--- src/rtl/srch_wr_pkg.sv ---
package srch_wr_pkg;

  typedef enum logic [1:0] {
    S_IDLE  = 2'd0,
    S_ADDRB = 2'd1,
    S_DATA  = 2'd2,
    S_GAP   = 2'd3
  } wr_state_e;

  typedef enum logic [1:0] {
    T_DATA = 2'd0,
    T_MASK = 2'd1,
    T_SRAM = 2'd2,
    T_REG  = 2'd3
  } wr_tgt_e;

  // write opcode on cmd[1:0]; cmd[2] must be 0
  localparam logic [1:0] WR_OPC = 2'b01;

  // bus field positions decoded in the second address cycle
  localparam int IND_BIT = 29;
  localparam int SSR_LSB = 26;
  localparam int ID_LSB  = 21;
  localparam int TGT_LSB = 19;

endpackage

--- src/rtl/srch_wr_fsm.sv ---
module srch_wr_fsm
  import srch_wr_pkg::*;
(
  input  logic      clk,
  input  logic      rst_n,
  input  logic      cmd_vld,
  input  logic [2:0] cmd_op,
  output wr_state_e st,
  output logic      cap_en,
  output logic      dat_en,
  output logic      proto_err
);

  wr_state_e st_d;
  logic      err_d;
  logic      is_wr;

  assign is_wr = cmd_vld && (cmd_op[1:0] == WR_OPC) && !cmd_op[2];

  always_comb begin
    st_d   = st;
    err_d  = 1'b0;
    cap_en = 1'b0;
    dat_en = 1'b0;
    case (st)
      S_IDLE: begin
        if (is_wr) st_d = S_ADDRB;
      end
      S_ADDRB: begin
        if (is_wr) begin
          st_d   = S_DATA;
          cap_en = 1'b1;
        end else begin
          st_d  = S_IDLE;
          err_d = 1'b1;
        end
      end
      S_DATA: begin
        st_d   = S_GAP;
        dat_en = 1'b1;
        err_d  = cmd_vld;
      end
      default: begin
        st_d  = S_IDLE;
        err_d = cmd_vld;
      end
    endcase
  end

  always_ff @(posedge clk or negedge rst_n) begin
    if (!rst_n) begin
      st        <= S_IDLE;
      proto_err <= 1'b0;
    end else begin
      st        <= st_d;
      proto_err <= err_d;
    end
  end

endmodule

--- src/rtl/srch_wr_segbank.sv ---
module srch_wr_segbank #(
  parameter int SEG_N  = 8,
  parameter int ADDR_W = 14,
  localparam int SEG_IW = $clog2(SEG_N)
) (
  input  logic                          clk,
  input  logic                          rst_n,
  input  logic                          ld_en,
  input  logic [SEG_IW-1:0]             ld_idx,
  input  logic [ADDR_W-1:0]             ld_val,
  output logic [SEG_N-1:0][ADDR_W-1:0]  seg_q
);

  for (genvar g = 0; g < SEG_N; g++) begin : g_seg
    logic hit;
    assign hit = ld_en && (ld_idx == SEG_IW'(g));
    always_ff @(posedge clk or negedge rst_n) begin
      if (!rst_n)   seg_q[g] <= '0;
      else if (hit) seg_q[g] <= ld_val;
    end
  end

endmodule

--- src/rtl/srch_wr_dec.sv ---
module srch_wr_dec
  import srch_wr_pkg::*;
#(
  parameter int ID_W   = 5,
  parameter int ADDR_W = 14,
  parameter int SEG_N  = 8,
  parameter int OUT_AW = 22,
  parameter int SHI_W  = 3,
  parameter int GMR_W  = 3,
  parameter int REG_AW = 6,
  localparam int SEG_IW = $clog2(SEG_N),
  localparam int AB_W   = IND_BIT + 1,
  localparam int MID_W  = OUT_AW - SHI_W - ADDR_W,
  localparam int LO_PAD = OUT_AW - ADDR_W,
  localparam int RG_PAD = OUT_AW - REG_AW
) (
  input  logic [AB_W-1:0]               abus,
  input  logic [GMR_W-1:0]              gmr_in,
  input  logic [SHI_W-1:0]              shi_in,
  input  logic [ID_W-1:0]               dev_id,
  input  logic [SEG_N-1:0][ADDR_W-1:0]  seg_q,
  output logic                          sel,
  output logic [1:0]                    tgt,
  output logic [OUT_AW-1:0]             addr,
  output logic [GMR_W-1:0]              gmr
);

  logic [ID_W-1:0]   id_f;
  logic [SEG_IW-1:0] ssr;
  logic [ADDR_W-1:0] seg_pick;
  logic [ADDR_W-1:0] a_loc;
  wr_tgt_e           t;
  wire               unused_rsvd = ^abus[TGT_LSB-1:ADDR_W];

  assign id_f     = abus[ID_LSB +: ID_W];
  assign sel      = (id_f == dev_id) || (id_f == {ID_W{1'b1}});
  assign t        = wr_tgt_e'(abus[TGT_LSB +: 2]);
  assign tgt      = t;
  assign ssr      = abus[SSR_LSB +: SEG_IW];
  assign seg_pick = seg_q[ssr];
  assign a_loc    = abus[IND_BIT] ? (seg_pick | {{(ADDR_W-2){1'b0}}, abus[1:0]})
                                  : abus[ADDR_W-1:0];

  always_comb begin
    gmr = '0;
    case (t)
      T_DATA, T_MASK: begin
        addr = {{LO_PAD{1'b0}}, a_loc};
        gmr  = gmr_in;
      end
      T_SRAM:  addr = {shi_in, {MID_W{1'b0}}, a_loc};
      default: addr = {{RG_PAD{1'b0}}, abus[REG_AW-1:0]};
    endcase
  end

endmodule

--- src/rtl/srch_wr_seq.sv ---
module srch_wr_seq
  import srch_wr_pkg::*;
#(
  parameter int ID_W   = 5,
  parameter int BUS_W  = 68,
  parameter int ADDR_W = 14,
  parameter int SEG_N  = 8,
  parameter int OUT_AW = 22,
  parameter int SHI_W  = 3,
  parameter int GMR_W  = 3,
  parameter int REG_AW = 6,
  localparam int SEG_IW = $clog2(SEG_N),
  localparam int CMD_W  = 3 + GMR_W + SHI_W
) (
  input  logic              clk,
  input  logic              rst_n,
  input  logic [ID_W-1:0]   dev_id,
  input  logic              cmd_vld,
  input  logic [CMD_W-1:0]  cmd,
  input  logic [BUS_W-1:0]  bus,
  output logic              wr_stb,
  output logic [1:0]        wr_tgt,
  output logic [OUT_AW-1:0] wr_addr,
  output logic [BUS_W-1:0]  wr_data,
  output logic [GMR_W-1:0]  wr_gmr,
  output logic              proto_err
);

  wr_state_e st;
  logic      cap_en, dat_en;

  logic              dec_sel;
  logic [1:0]        dec_tgt;
  logic [OUT_AW-1:0] dec_addr;
  logic [GMR_W-1:0]  dec_gmr;
  logic [SEG_N-1:0][ADDR_W-1:0] seg_q;

  logic              sel_q;
  logic [1:0]        tgt_q;
  logic [OUT_AW-1:0] addr_q;
  logic [GMR_W-1:0]  gmr_q;
  logic              stb_d, ld_en;

  srch_wr_fsm u_fsm (
    .clk       (clk),
    .rst_n     (rst_n),
    .cmd_vld   (cmd_vld),
    .cmd_op    (cmd[2:0]),
    .st        (st),
    .cap_en    (cap_en),
    .dat_en    (dat_en),
    .proto_err (proto_err)
  );

  srch_wr_dec #(
    .ID_W(ID_W), .ADDR_W(ADDR_W), .SEG_N(SEG_N), .OUT_AW(OUT_AW),
    .SHI_W(SHI_W), .GMR_W(GMR_W), .REG_AW(REG_AW)
  ) u_dec (
    .abus   (bus[IND_BIT:0]),
    .gmr_in (cmd[3 +: GMR_W]),
    .shi_in (cmd[3+GMR_W +: SHI_W]),
    .dev_id (dev_id),
    .seg_q  (seg_q),
    .sel    (dec_sel),
    .tgt    (dec_tgt),
    .addr   (dec_addr),
    .gmr    (dec_gmr)
  );

  // segment load happens with the data cycle of a selected register write
  assign ld_en = dat_en && sel_q && (tgt_q == T_REG)
              && (addr_q[REG_AW-1:SEG_IW] == '0);

  srch_wr_segbank #(.SEG_N(SEG_N), .ADDR_W(ADDR_W)) u_seg (
    .clk    (clk),
    .rst_n  (rst_n),
    .ld_en  (ld_en),
    .ld_idx (addr_q[SEG_IW-1:0]),
    .ld_val (bus[ADDR_W-1:0]),
    .seg_q  (seg_q)
  );

  // address-phase capture
  always_ff @(posedge clk or negedge rst_n) begin
    if (!rst_n) begin
      sel_q  <= 1'b0;
      tgt_q  <= '0;
      addr_q <= '0;
      gmr_q  <= '0;
    end else if (cap_en) begin
      sel_q  <= dec_sel;
      tgt_q  <= dec_tgt;
      addr_q <= dec_addr;
      gmr_q  <= dec_gmr;
    end
  end

  assign stb_d = dat_en && sel_q;

  always_ff @(posedge clk or negedge rst_n) begin
    if (!rst_n) wr_stb <= 1'b0;
    else        wr_stb <= stb_d;
  end

  always_ff @(posedge clk or negedge rst_n) begin
    if (!rst_n) begin
      wr_tgt  <= '0;
      wr_addr <= '0;
      wr_data <= '0;
      wr_gmr  <= '0;
    end else if (stb_d) begin
      wr_tgt  <= tgt_q;
      wr_addr <= addr_q;
      wr_data <= bus;
      wr_gmr  <= gmr_q;
    end
  end

endmodule

--- config.mk ---
export PLATFORM = sky130hd
export DESIGN_NAME = srch_wr_seq
export DESIGN_NICKNAME = d
export VERILOG_FILES = /design/src/rtl/srch_wr_pkg.sv /design/src/rtl/srch_wr_fsm.sv /design/src/rtl/srch_wr_segbank.sv /design/src/rtl/srch_wr_dec.sv /design/src/rtl/srch_wr_seq.sv
export SDC_FILE = /design/constraint.sdc
export NUM_CORES = 1
export LEC_CHECK = 0
export ABC_AREA = 1
export BUFFER_PORTS_ARGS = -buffer_cell sky130_fd_sc_hd__buf_2
export CAP_MARGIN = 20
export CORE_ASPECT_RATIO = 1.75
export CORE_MARGIN = 2
export CORE_UTILIZATION = 56
export DETAILED_ROUTE_END_ITERATION = 16
export HOLD_SLACK_MARGIN = 0.1
export MAX_ROUTING_LAYER = met4
export PLACE_DENSITY = 0.85
export SKIP_CTS_REPAIR_TIMING = 1
export SLEW_MARGIN = 15
export SYNTH_ARGS = -nofsm -noshare
export SYNTH_HDL_FRONTEND = slang
export SYNTH_SLANG_ARGS = --single-unit
--- constraint.sdc ---
create_clock -name clk -period 1.8 [get_ports clk]
set_input_delay 0.09 -clock clk [delete_from_list [all_inputs] [get_ports clk]]
set_output_delay 0.09 -clock clk [all_outputs]
set_load 0.02 [all_outputs]
Yosys cells after proc, flatten, opt, wreduce, memory -nomap -nowiden
Cells that the tools add are included.
{ "totals": {"register_bits": 239, "elab_cells": 70, "input_bits": 85, "out_inout_bits": 97} }
{ "classes": {"n_eq_ne": 16, "n_bitwise": 1, "order_cmp": 1, "n_mux": 13, "reduce_logical": 20} }
{ "op_table": {"columns": ["op", "n"], "rows": [
  ["$pmux W22 S2", 1],
  ["$bmux W14 S3", 1],
  ["$mux W14", 2],
  ["$or A14 B2 Y14", 1],
  ["$logic_and A1 B1 Y1", 13],
  ["$eq A3 B3 Y1 const B", 4],
  ["$eq A2 B1 Y1 const B", 3],
  ["$eq A2 B2 Y1 const B", 3],
  ["$eq A3 B2 Y1 const B", 2],
  ["$logic_not A3 Y1", 2],
  ["$pmux W2 S3", 1],
  ["$eq A5 B5 Y1", 1],
  ["$eq A5 B5 Y1 const B", 1],
  ["$logic_not A2 Y1", 2],
  ["$lt A3 B4 Y1 const B", 1],
  ["$mux W1", 4],
  ["$mux W2", 2],
  ["$eq A3 B1 Y1 const B", 1],
  ["$mux W3", 1],
  ["$ne A2 B1 Y1 const B", 1],
  ["$pmux W1 S2", 1],
  ["$reduce_or A2 Y1", 1],
  ["$logic_not A1 Y1", 1],
  ["$logic_or A1 B1 Y1", 1]
]} }

Longest topological paths before layout
Gate-level depths: netlist (run 1).
{ "depth": {"ltp_word": 6, "ltp_mapped": 9, "ltp_nobuf": 8} }

By module
Synthesis (run 1) repeated with hierarchy kept, for this count alone.
{ "hier_totals": {"hier_cells": 1385, "hier_area_um2": 10861.7} }
{ "by_module_without_submodules": {"columns": ["module", "seq_area_each_um2", "area_per_inst_um2", "cells_each", "n_inst"], "rows": [
  ["srch_wr_seq", 3103.0, 4654.5, 500, 1],
  ["srch_wr_segbank", 2802.7, 4440.5, 511, 1],
  ["srch_wr_dec", 0.0, 1614.0, 355, 1],
  ["srch_wr_fsm", 75.1, 152.6, 19, 1]
]} }

Least setup slack after synthesis (run 1)
Ideal clock, no wire load.
{ "synth_timing": {"path_type": "flip-flop to flip-flop", "from": "register u_fsm.st[0]", "to": "register u_seg.seg_q[109] in the netlist's numbering", "synth_period_minus_slack_ps": 1477, "arrival_ps": 1352, "path_slack_ps": 323, "setup_time_ps": 125, "n_path_buf": 1, "t_required_ps": 1675, "path_stages_with_launch": 10, "path_cell_list": "dfrtp_1 > inv_1 > nand3_2 > inv_2 > nand2_4 > nor2_8 > nand2_4 > buf_6 > nand2_1 > o21ai_2"} }
{ "synth_via": {"elab_chain_cells": 6} }
{ "synth_lines": {"columns": ["element", "line_no", "text"], "rows": [
  ["from (decl)", "srch_wr_fsm.sv:8", "output wr_state_e st,"],
  ["from (signal assigned)", "srch_wr_fsm.sv:55", "st <= st_d;"],
  ["$eq A2 B2 Y1", "srch_wr_fsm.sv:25", "case (st)"],
  ["$mux W1", "srch_wr_fsm.sv:25", null],
  ["$logic_and A1 B1 Y1 (2 in series)", "srch_wr_seq.sv:71", "assign ld_en = dat_en && sel_q && (tgt_q == T_REG)"],
  ["$logic_and A1 B1 Y1", "srch_wr_seq.sv:72", "&& (addr_q[REG_AW-1:SEG_IW] == '0);"],
  ["$logic_and A1 B1 Y1", "srch_wr_segbank.sv:16", "assign hit = ld_en && (ld_idx == SEG_IW'(g));"],
  ["to (signal, indexed assignment)", "srch_wr_segbank.sv:19", "else if (hit) seg_q[g] <= ld_val;"],
  ["to (decl)", "srch_wr_segbank.sv:11", "output logic [SEG_N-1:0][ADDR_W-1:0] seg_q"]
]} }
Every way passes these cells.
A chain may end at the register's enable or synchronous reset.

Worst setup path in the final report (run 1)
{ "layout_timing": {"from": "register u_fsm.st[1]", "to": "register addr_q[20]"} }
{ "layout_via": {"elab_chain_cells": 2} }
{ "layout_lines": {"columns": ["element", "line_no", "text"], "rows": [
  ["$eq A2 B1 Y1", "srch_wr_fsm.sv:25", null],
  ["$mux W1", "srch_wr_fsm.sv:25", null],
  ["to (signal assigned)", "srch_wr_seq.sv:93", "addr_q <= dec_addr;"],
  ["to (decl)", "srch_wr_seq.sv:40", "logic [OUT_AW-1:0] addr_q;"]
]} }
Every way passes these cells.

==> results of run 1 <==
## through the flow
stage	std cells	total power [W]
after CTS	1558	0.0162
after global placement	1523	0.0111
after global routing	1638	0.0175
final	1638	0.0169
after floorplan	1163	0.00948
after detailed placement	1523	0.0112
## cells in the mapped netlist, drive strengths merged (2+ instances only)
cell type	instances	area share
nor2	17	0.0081
nand4	3	0.0019
inv	89	0.034
dfrtp	229	0.58
nand3	98	0.050
xnor2	3	0.0027
xor2	2	0.0018
o21ai	171	0.090
nand2	459	0.18
clkbuf	27	0.010
buf	37	0.029
a21oi	19	0.0096
## sequential cells by signal, summed over array words and instances (netlist names)
name,count
u_fsm.proto_err,1
addr_q,17
tgt_q,2
sel_q,1
wr_tgt,2
wr_stb,1
wr_addr,17
wr_data,68
gmr_q,3
wr_gmr,3
u_seg.seg_q,112
u_fsm.st,2
## area by class of cell
type | instances | area, um2 | area share
Clock inverter | 8 | 176 | 0.0142
Sequential cell | 229 | 5730 | 0.460
Clock buffer | 27 | 588 | 0.0472
Timing Repair Buffer | 272 | 1870 | 0.150
Tap cell | 231 | 289 | 0.0232
Multi-Input combinational cell | 780 | 3460 | 0.278
Inverter | 90 | 338 | 0.0271
Antenna cell | 1 | 2.50 | 0.000201
## cells by family (layout without fill, tap and decap cells)
kind of cell    Yosys count  count (layout)  synth area share
simple gates            579             579             0.242
flops                   229             229             0.579
compound gates          191             191             0.100
buf+inv                 154             397            0.0734
xor+xnor                  5               5           0.00443
other cells               1               6          0.000379
## power by group
part	switching [W]	total [W]	leakage, nW	internal, W
registers	0.000760	0.00707	2.23	0.00631
logic	0.00331	0.00480	4.25	0.00149
clock network	0.00199	0.00502	0.367	0.00303
total	0.00606	0.0169	6.86	0.0108
## metal layers
| metal | vias to the layer above | GRT usage | wire length, um |
|---|---|---|---|
| li1 | 4135 | - | - |
| met1 | 4453 | 0.332 | 10800 |
| met2 | 663 | 0.501 | 16100 |
| met3 | 206 | 0.0504 | 2880 |
| met4 | 0 | 0.161 | 2430 |
| met5 | - | - | 0 |
## worst min path at each step
stage,startpoint,to,slack [ns],cells after the start
2_1_floorplan,rst_n,addr_q[0],-0.21,0
4_1_cts,rst_n,wr_gmr[0],-0.49,1
5_1_grt,rst_n,addr_q[20],0.13,2
3_3_place_gp,rst_n,wr_data[17],0.04,1
3_5_place_dp,rst_n,wr_gmr[0],0.04,1
6_report,bus[12],u_seg.seg_q[12],0.07,3
## critical path, cell delays in order (launching register included)
cell and delay, ns:
dfrtp_1 0.46, nor2_1 0.30, nand3_1 0.25, inv_1 0.19
buf_4 0.21, nand3_1 0.12, o21ai_0 0.18
==> metrics, run 1 <==
final core utilization=0.717; number of I/O pins=182; Worst-Margin Slew=0.558 ns; Ys Warns=0; first-pass GRT wire length=43600 um; Detail Placement HPWL=17100 um; Final TNS setup=-0.0392 ns; TritonRoute pass-1 iters=8; asr flop ratio synth=1.00; Critical Path AT=2.22 ns; root buf cell=clkbuf_16; final hold violations=0; Yosys reg bits=229; global placement routability congestion=0.839; CP Capture Point=addr_q[20]; PD cells=1360 mW/mm2; die area=0.0188 mm2; worst reg-to-reg setup slack=-0.04 ns; vias in the first global route=8624; Fmax achieved=544 MHz; Final setup viols=1; Final Max Tran Viols=0; R2R cell count=6; Hold WS=0.0729 ns; Mean Syn Cell Area=8.53 um2; clock buffer depth=3; crit path from=u_fsm.st[1]; Peak supply drop=0.740 mV; share of layout cells above drive strength 1=0.176; worst skew pair latency=0.51 ns; Seq/Total Area, Yosys=0.579; Final Cell Area=0.0125 mm2; failing checks=negative setup slack; most frequent cells in the layout=nand2_1, dfrtp_1, buf_2; reg-to-reg endpoint=addr_q[20]; total grt overflow=0; Leak=6.86 nW; post-route ant nets=0; Critical Path RT=2.19 ns; unrepaired setup endpoints after global routing=yes; drt via density=5.77; antenna violations before repair=1; RR Startpoint=u_fsm.st[1]; CTS Buf Count=20; setup ws final=-0.0392 ns; max cap viols=0; cell area after synthesis=0.00989 mm2; Final Net Count=1478; Starting DRT DRC Count=1200; CP endpoint kind=flop; total core area=0.0174 mm2; crit start category=flop; wire length per cell=19.7 um; Initial Utilization=0.569; period utilization=1.02; Std-Cell Rows=64; I/O Buffers=176; most common cell after layout, fill and taps aside=nand2_1; critical path class=reg2reg; Final min period=1.84 ns; Die W=104 um; Post-Syn Instances=1159; DRC=0; via count=9457; area grow syn2layout=25.9%; H-tree depth=1; largest net degree at the start of global routing=133; fill count=1098; Crit Path Max Fanout=11; status=finished, violations left; DP Worst Slack=0.101 ns; dpl cell area=0.0109 mm2; chip height=180 um; clock-pin slew on the worst setup and hold paths=0.08 ns; clock sink count=229; headroom to the max-slew limit=0.627; TritonCTS clock tree=done; post-synth cell types=26; drt total wl=32200 um; Hold WC Path Type=in2reg; GRT Overall Usage=0.296; worst clock skew=0.0180 ns; Main synth FF type=dfrtp_1; count of flip-flops with a built-in enable after synthesis=0
Note: power is estimated with default switching activity, not from simulation.
==> run 2, diff against run 1 <==
ABC_AREA = 0   (was 1)
==> run 2 against run 1 <==
The flow still finishes with violations (negative setup slack); synthesized cell count fell by 26%; register-to-register slack worse by 0.12 ns; largest cell class unchanged; sequential power decreased by 4.8%; utilization increased by 2.4 points; flip-flop and latch count stayed put; maximum frequency down 6.3%; non-clock buffer count grew 29.
==> metrics, run 2 <==
CTS Buf Count=20; H-tree depth=1; Peak supply drop=0.783 mV; fill count=1019; Critical Path RT=2.17 ns; chip height=180 um; max reg flops=112; Synth top area share=0.577; R2R cell count=5; most frequent cells in the layout=nand2_1, dfrtp_1, buf_2; first-pass GRT wire length=38200 um; status=finished, violations left; CP Capture Point=u_seg.seg_q[33]; via count=7625; cell area after synthesis=0.00993 mm2; worst reg-to-reg setup slack=-0.16 ns; ANT cells=0; asr flop ratio synth=1.00; area occupied by multi-input gates=0.00398 mm2; setup ws final=-0.164 ns; clock-pin slew on the worst setup and hold paths=0.07 ns; antenna violations before repair=0; Final Cell Area=0.0129 mm2; vias in the first global route=7302; TritonRoute pass-1 iters=7; most common cell after layout, fill and taps aside=nand2_1; die area=0.0189 mm2; global placement routability congestion=0.808; failing checks=negative setup slack; Std-Cell Rows=64; Reg area=0.00573 mm2; crit start category=flop; Yosys reg bits=229; Final Net Count=1206; post-route ant nets=0; clock buffer depth=3; crit path from=addr_q[5]; Crit Path Max Fanout=14; period utilization=1.09; final hold violations=0; TritonCTS clock tree=done; largest area contributor in the netlist=dfrtp_1; wire length per cell=19.7 um; post-synth cell types=47; headroom to the max-slew limit=0.539; drt via density=5.59; Final setup viols=112; root buf cell=clkbuf_16; Worst-Margin Slew=0.691 ns; Hold WC Path Type=in2reg; Starting DRT DRC Count=734; Top reg by flops=u_seg.seg_q; Detail Placement HPWL=15700 um; synth top area cells=dfrtp_1, nand2_1, mux2_2, mux4_2, mux2_4; Post-Syn Instances=856; top post-synthesis cells by count=nand2_1, dfrtp_1, mux2_2, mux2i_1, clkbuf_1; critical path class=reg2reg; total power=0.0152 W; I/O Buffers=176; Final min period=1.96 ns; largest net degree at the start of global routing=94; worst skew pair latency=0.50 ns; Hold WS=0.169 ns; count of flip-flops with a built-in enable after synthesis=0; RR Startpoint=addr_q[5]; drt total wl=26800 um; Leak=6.42 nW; max cap viols=0; Main synth FF type=dfrtp_1; CP endpoint kind=flop; reg-to-reg endpoint=u_seg.seg_q[33]; number of I/O pins=182; area grow syn2layout=30.2%; share of layout cells above drive strength 1=0.343; most common cell in the synthesized netlist=nand2_1; Mean Syn Cell Area=11.6 um2; largest registers=u_seg.seg_q (112), wr_data (68); Die W=105 um; Initial Utilization=0.569; DRC=0; Ys Warns=0; Fmax achieved=509 MHz; Seq/Total Area, Yosys=0.577; GRT Overall Usage=0.258; Critical Path AT=2.34 ns; worst clock skew=0.00918 ns; dpl cell area=0.0112 mm2; total core area=0.0175 mm2; Final Max Tran Viols=0; PD cells=1180 mW/mm2; total grt overflow=0; clock sink count=229; unrepaired setup endpoints after global routing=yes
==> run 2: cell type report <==
type                    count  area share
clock inverters             7     0.00678
well taps                 231      0.0224
clock buffers              26      0.0452
multi-input cells         564       0.308
inverters                   5     0.00145
flip-flops and latches    229       0.443
repair buffers            301       0.173
==> run 2: cells by family (layout without fill, tap and decap cells) <==
family                    Yosys count  count (layout)  synth area share
DFF                               229             229             0.577
other                               1               5          0.000378
muxes                             159             159             0.201
AOI/OAI and AO/OA                  52              52            0.0334
buffers and inverters              67             339            0.0373
and+or+nand+nor                   343             343             0.147
xor gates and xnor gates            5               5           0.00441
==> run 2: layer usage <==
metal,vias to the layer above,share of wire,global-route usage
li1,3390,-,-
met1,3890,0.39,0.310
met2,279,0.54,0.451
met3,66,0.049,0.0333
met4,0,0.028,0.0848
met5,-,0,-
==> run 2: worst min-delay path by stage <==
stage | endpoint | depth (start not counted) | start | slack, ns
global route | addr_q[1] | 5 | cmd[1] | 0.19
detailed placement | u_seg.seg_q[1] | 1 | rst_n | 0.00002
floorplan | addr_q[0] | 0 | rst_n | -0.21
finish | addr_q[1] | 5 | cmd[1] | 0.17
CTS | wr_data[30] | 1 | rst_n | -0.53
global placement | u_seg.seg_q[1] | 1 | rst_n | -0.004
==> run 2: through the flow <==
step | setup slack (ns) | std cells | utilization | setup TNS [ns]
floorplan | 0.00103 | 860 | - | 0
global placement | 0.00694 | 1241 | 0.641 | 0
detailed placement | -0.0582 | 1241 | 0.641 | -1.23
CTS | -0.116 | 1274 | 0.680 | -3.99
global route | -0.204 | 1363 | 0.741 | -12.26
finish | -0.164 | 1363 | 0.741 | -8.73
==> run 2: power breakdown <==
part | switching [W] | internal (W) | total [W]
logic | 0.00264 | 0.00140 | 0.00405
clock network | 0.00185 | 0.00257 | 0.00442
registers | 0.000577 | 0.00615 | 0.00673
==> run 2: critical path, stage by stage, from the launching register on <==
cell and delay [ns]:
dfrtp_1 0.41, nor4b_4 0.45, nand3_4 0.19, nor3_4 0.24, buf_12 0.18, mux2_2 0.36
==> run 3, diff against run 2 <==
SETUP_SLACK_MARGIN = 0.5   (was not set)
clock period = 2.1 ns   (was 1.8 ns; I/O delays follow)
==> run 3 against run 2 <==
The run now ends clean; flip-flop and latch count unchanged; total power is 15% lower; non-clock buffer count fell by 13; critical path depth did not move; worst setup slack improved by 0.44 ns; clock skew rose by 0.0062 ns; cell area shrank 1.4%; cell count down 0.73%; sequential power down 14%; hold slack worse by 0.060 ns; critical endpoint is now u_seg.seg_q[77]; highest routed layer unchanged.
==> metrics, run 3 (synthesis results as in run 2) <==
CP cell instances=nor4b_4 > and3_4 > nand4_4 > buf_12 > mux2_4; largest net degree at the start of global routing=94; chip height=180 um; Detail Placement HPWL=15600 um; Final setup viols=0; fill count=1014; Std-Cell Rows=64; reg-to-reg endpoint=u_seg.seg_q[77]; worst skew pair latency=0.50 ns; drt total wl=26700 um; period utilization=0.869; wire length per cell=19.8 um; crit start category=flop; Crit Path Max Fanout=14; total grt overflow=0; clock-pin slew on the worst setup and hold paths=0.07 ns; clock buffer depth=3; CTS Buf Count=20; final hold violations=0; CP top delay family=simple AND/OR/NAND/NOR gates; die area=0.0189 mm2; Peak supply drop=0.644 mV; status=finished, final reports clean; DP Worst Slack=0.113 ns; Final min period=1.82 ns; HP Start=bus[29]; most common cell after layout, fill and taps aside=nand2_1; vias in the first global route=7309; max cap viols=0; Final Max Tran Viols=0; ANT cells=0; Hold WS=0.109 ns; PD cells=1020 mW/mm2; unrepaired setup endpoints after global routing=yes; setup ws final=0.275 ns; antenna violations before repair=0; Reg area=0.00573 mm2; Fmax achieved=548 MHz; headroom to the max-slew limit=0.549; total core area=0.0175 mm2; max reg flops=112; Worst-Margin Slew=0.676 ns; Critical Path RT=2.47 ns; global placement routability congestion=0.860; Critical Path AT=2.20 ns; worst clock skew=0.0154 ns; root buf cell=clkbuf_16; R2R cell count=5; I/O Buffers=176; area grow syn2layout=28.3%; Final TNS setup=0 ns; post-route ant nets=0; Hold Path Depth=3; CP endpoint kind=flop; share of layout cells above drive strength 1=0.345; hold worst-path end=addr_q[7]; first-pass GRT wire length=38400 um; CP peak stage delay=0.41 ns; area occupied by multi-input gates=0.00396 mm2; sequential share of power=0.444; H-tree depth=1; largest registers=u_seg.seg_q (112), wr_data (68); drt via density=5.60; worst reg-to-reg setup slack=0.28 ns; number of I/O pins=182; GRT Overall Usage=0.263; DRC=0; Sw Pwr=0.00432 W; Internal=0.00865 W; Leak=6.35 nW; CP bufs+invs=1; critical path class=reg2reg; Logic pwr share=0.264; Critical-path top delay cell=dfrtp_1; Starting DRT DRC Count=740; most frequent cells in the layout=nand2_1, dfrtp_1, buf_2; TritonRoute pass-1 iters=5; RR Startpoint=addr_q[5]; TritonCTS clock tree=done; Top reg by flops=u_seg.seg_q; Die W=105 um; Clk network pwr share=0.292; Sw Ratio=0.333; Initial Utilization=0.569; Hold WC Path Type=in2reg; Final Net Count=1194; clock sink count=229; via count=7575
run 3: worst max path at each step:
stage                           start                to  cells after the start
after floorplan           u_fsm.st[0]   u_seg.seg_q[59]                      6
after global placement      addr_q[4]  u_seg.seg_q[106]                      4
after detailed placement    addr_q[4]  u_seg.seg_q[105]                      4
after CTS                   addr_q[4]  u_seg.seg_q[105]                      4
after global routing        addr_q[5]   u_seg.seg_q[97]                      5
final                       addr_q[5]   u_seg.seg_q[77]                      5
run 3: metal layers:
| layer | vias to the layer above | part of all wire | GRT usage |
|---|---|---|---|
| li1 | 3368 | - | - |
| met1 | 3796 | 0.37 | 0.302 |
| met2 | 338 | 0.53 | 0.466 |
| met3 | 73 | 0.060 | 0.0362 |
| met4 | 0 | 0.036 | 0.0976 |
| met5 | - | 0 | - |
run 3: metrics by stage:
step | cells | instance area [um2] | power [W] | util
after floorplan | 860 | 10000 | 0.00770 | -
after global placement | 1231 | 11100 | 0.00881 | 0.635
after detailed placement | 1231 | 11100 | 0.00893 | 0.635
after CTS | 1266 | 11800 | 0.0127 | 0.674
after global routing | 1353 | 12700 | 0.0135 | 0.730
final | 1353 | 12700 | 0.0130 | 0.730
run 3: tightest hold or removal path, cell delays in order:
cell	delay, ns
buf_2	0.19
o21ai_0	0.17
o21ai_0	0.08
run 3: final cells by class:
| class | instances | area share |
|---|---|---|
| multi-input cells | 565 | 0.311 |
| flip-flops and latches | 229 | 0.450 |
| inverters | 5 | 0.00147 |
| repair buffers | 288 | 0.162 |
| clock buffers | 27 | 0.0454 |
| well taps | 231 | 0.0227 |
| clock inverters | 8 | 0.00775 |
run 3: power groups by stage:
stage / clock network [W] / logic (W) / registers [W]
floorplan: 0 / 0.00102 / 0.00668
global placement: 0 / 0.00307 / 0.00574
detailed placement: 0 / 0.00315 / 0.00578
CTS: 0.00383 / 0.00318 / 0.00571
global route: 0.00401 / 0.00367 / 0.00585
finish: 0.00378 / 0.00342 / 0.00576
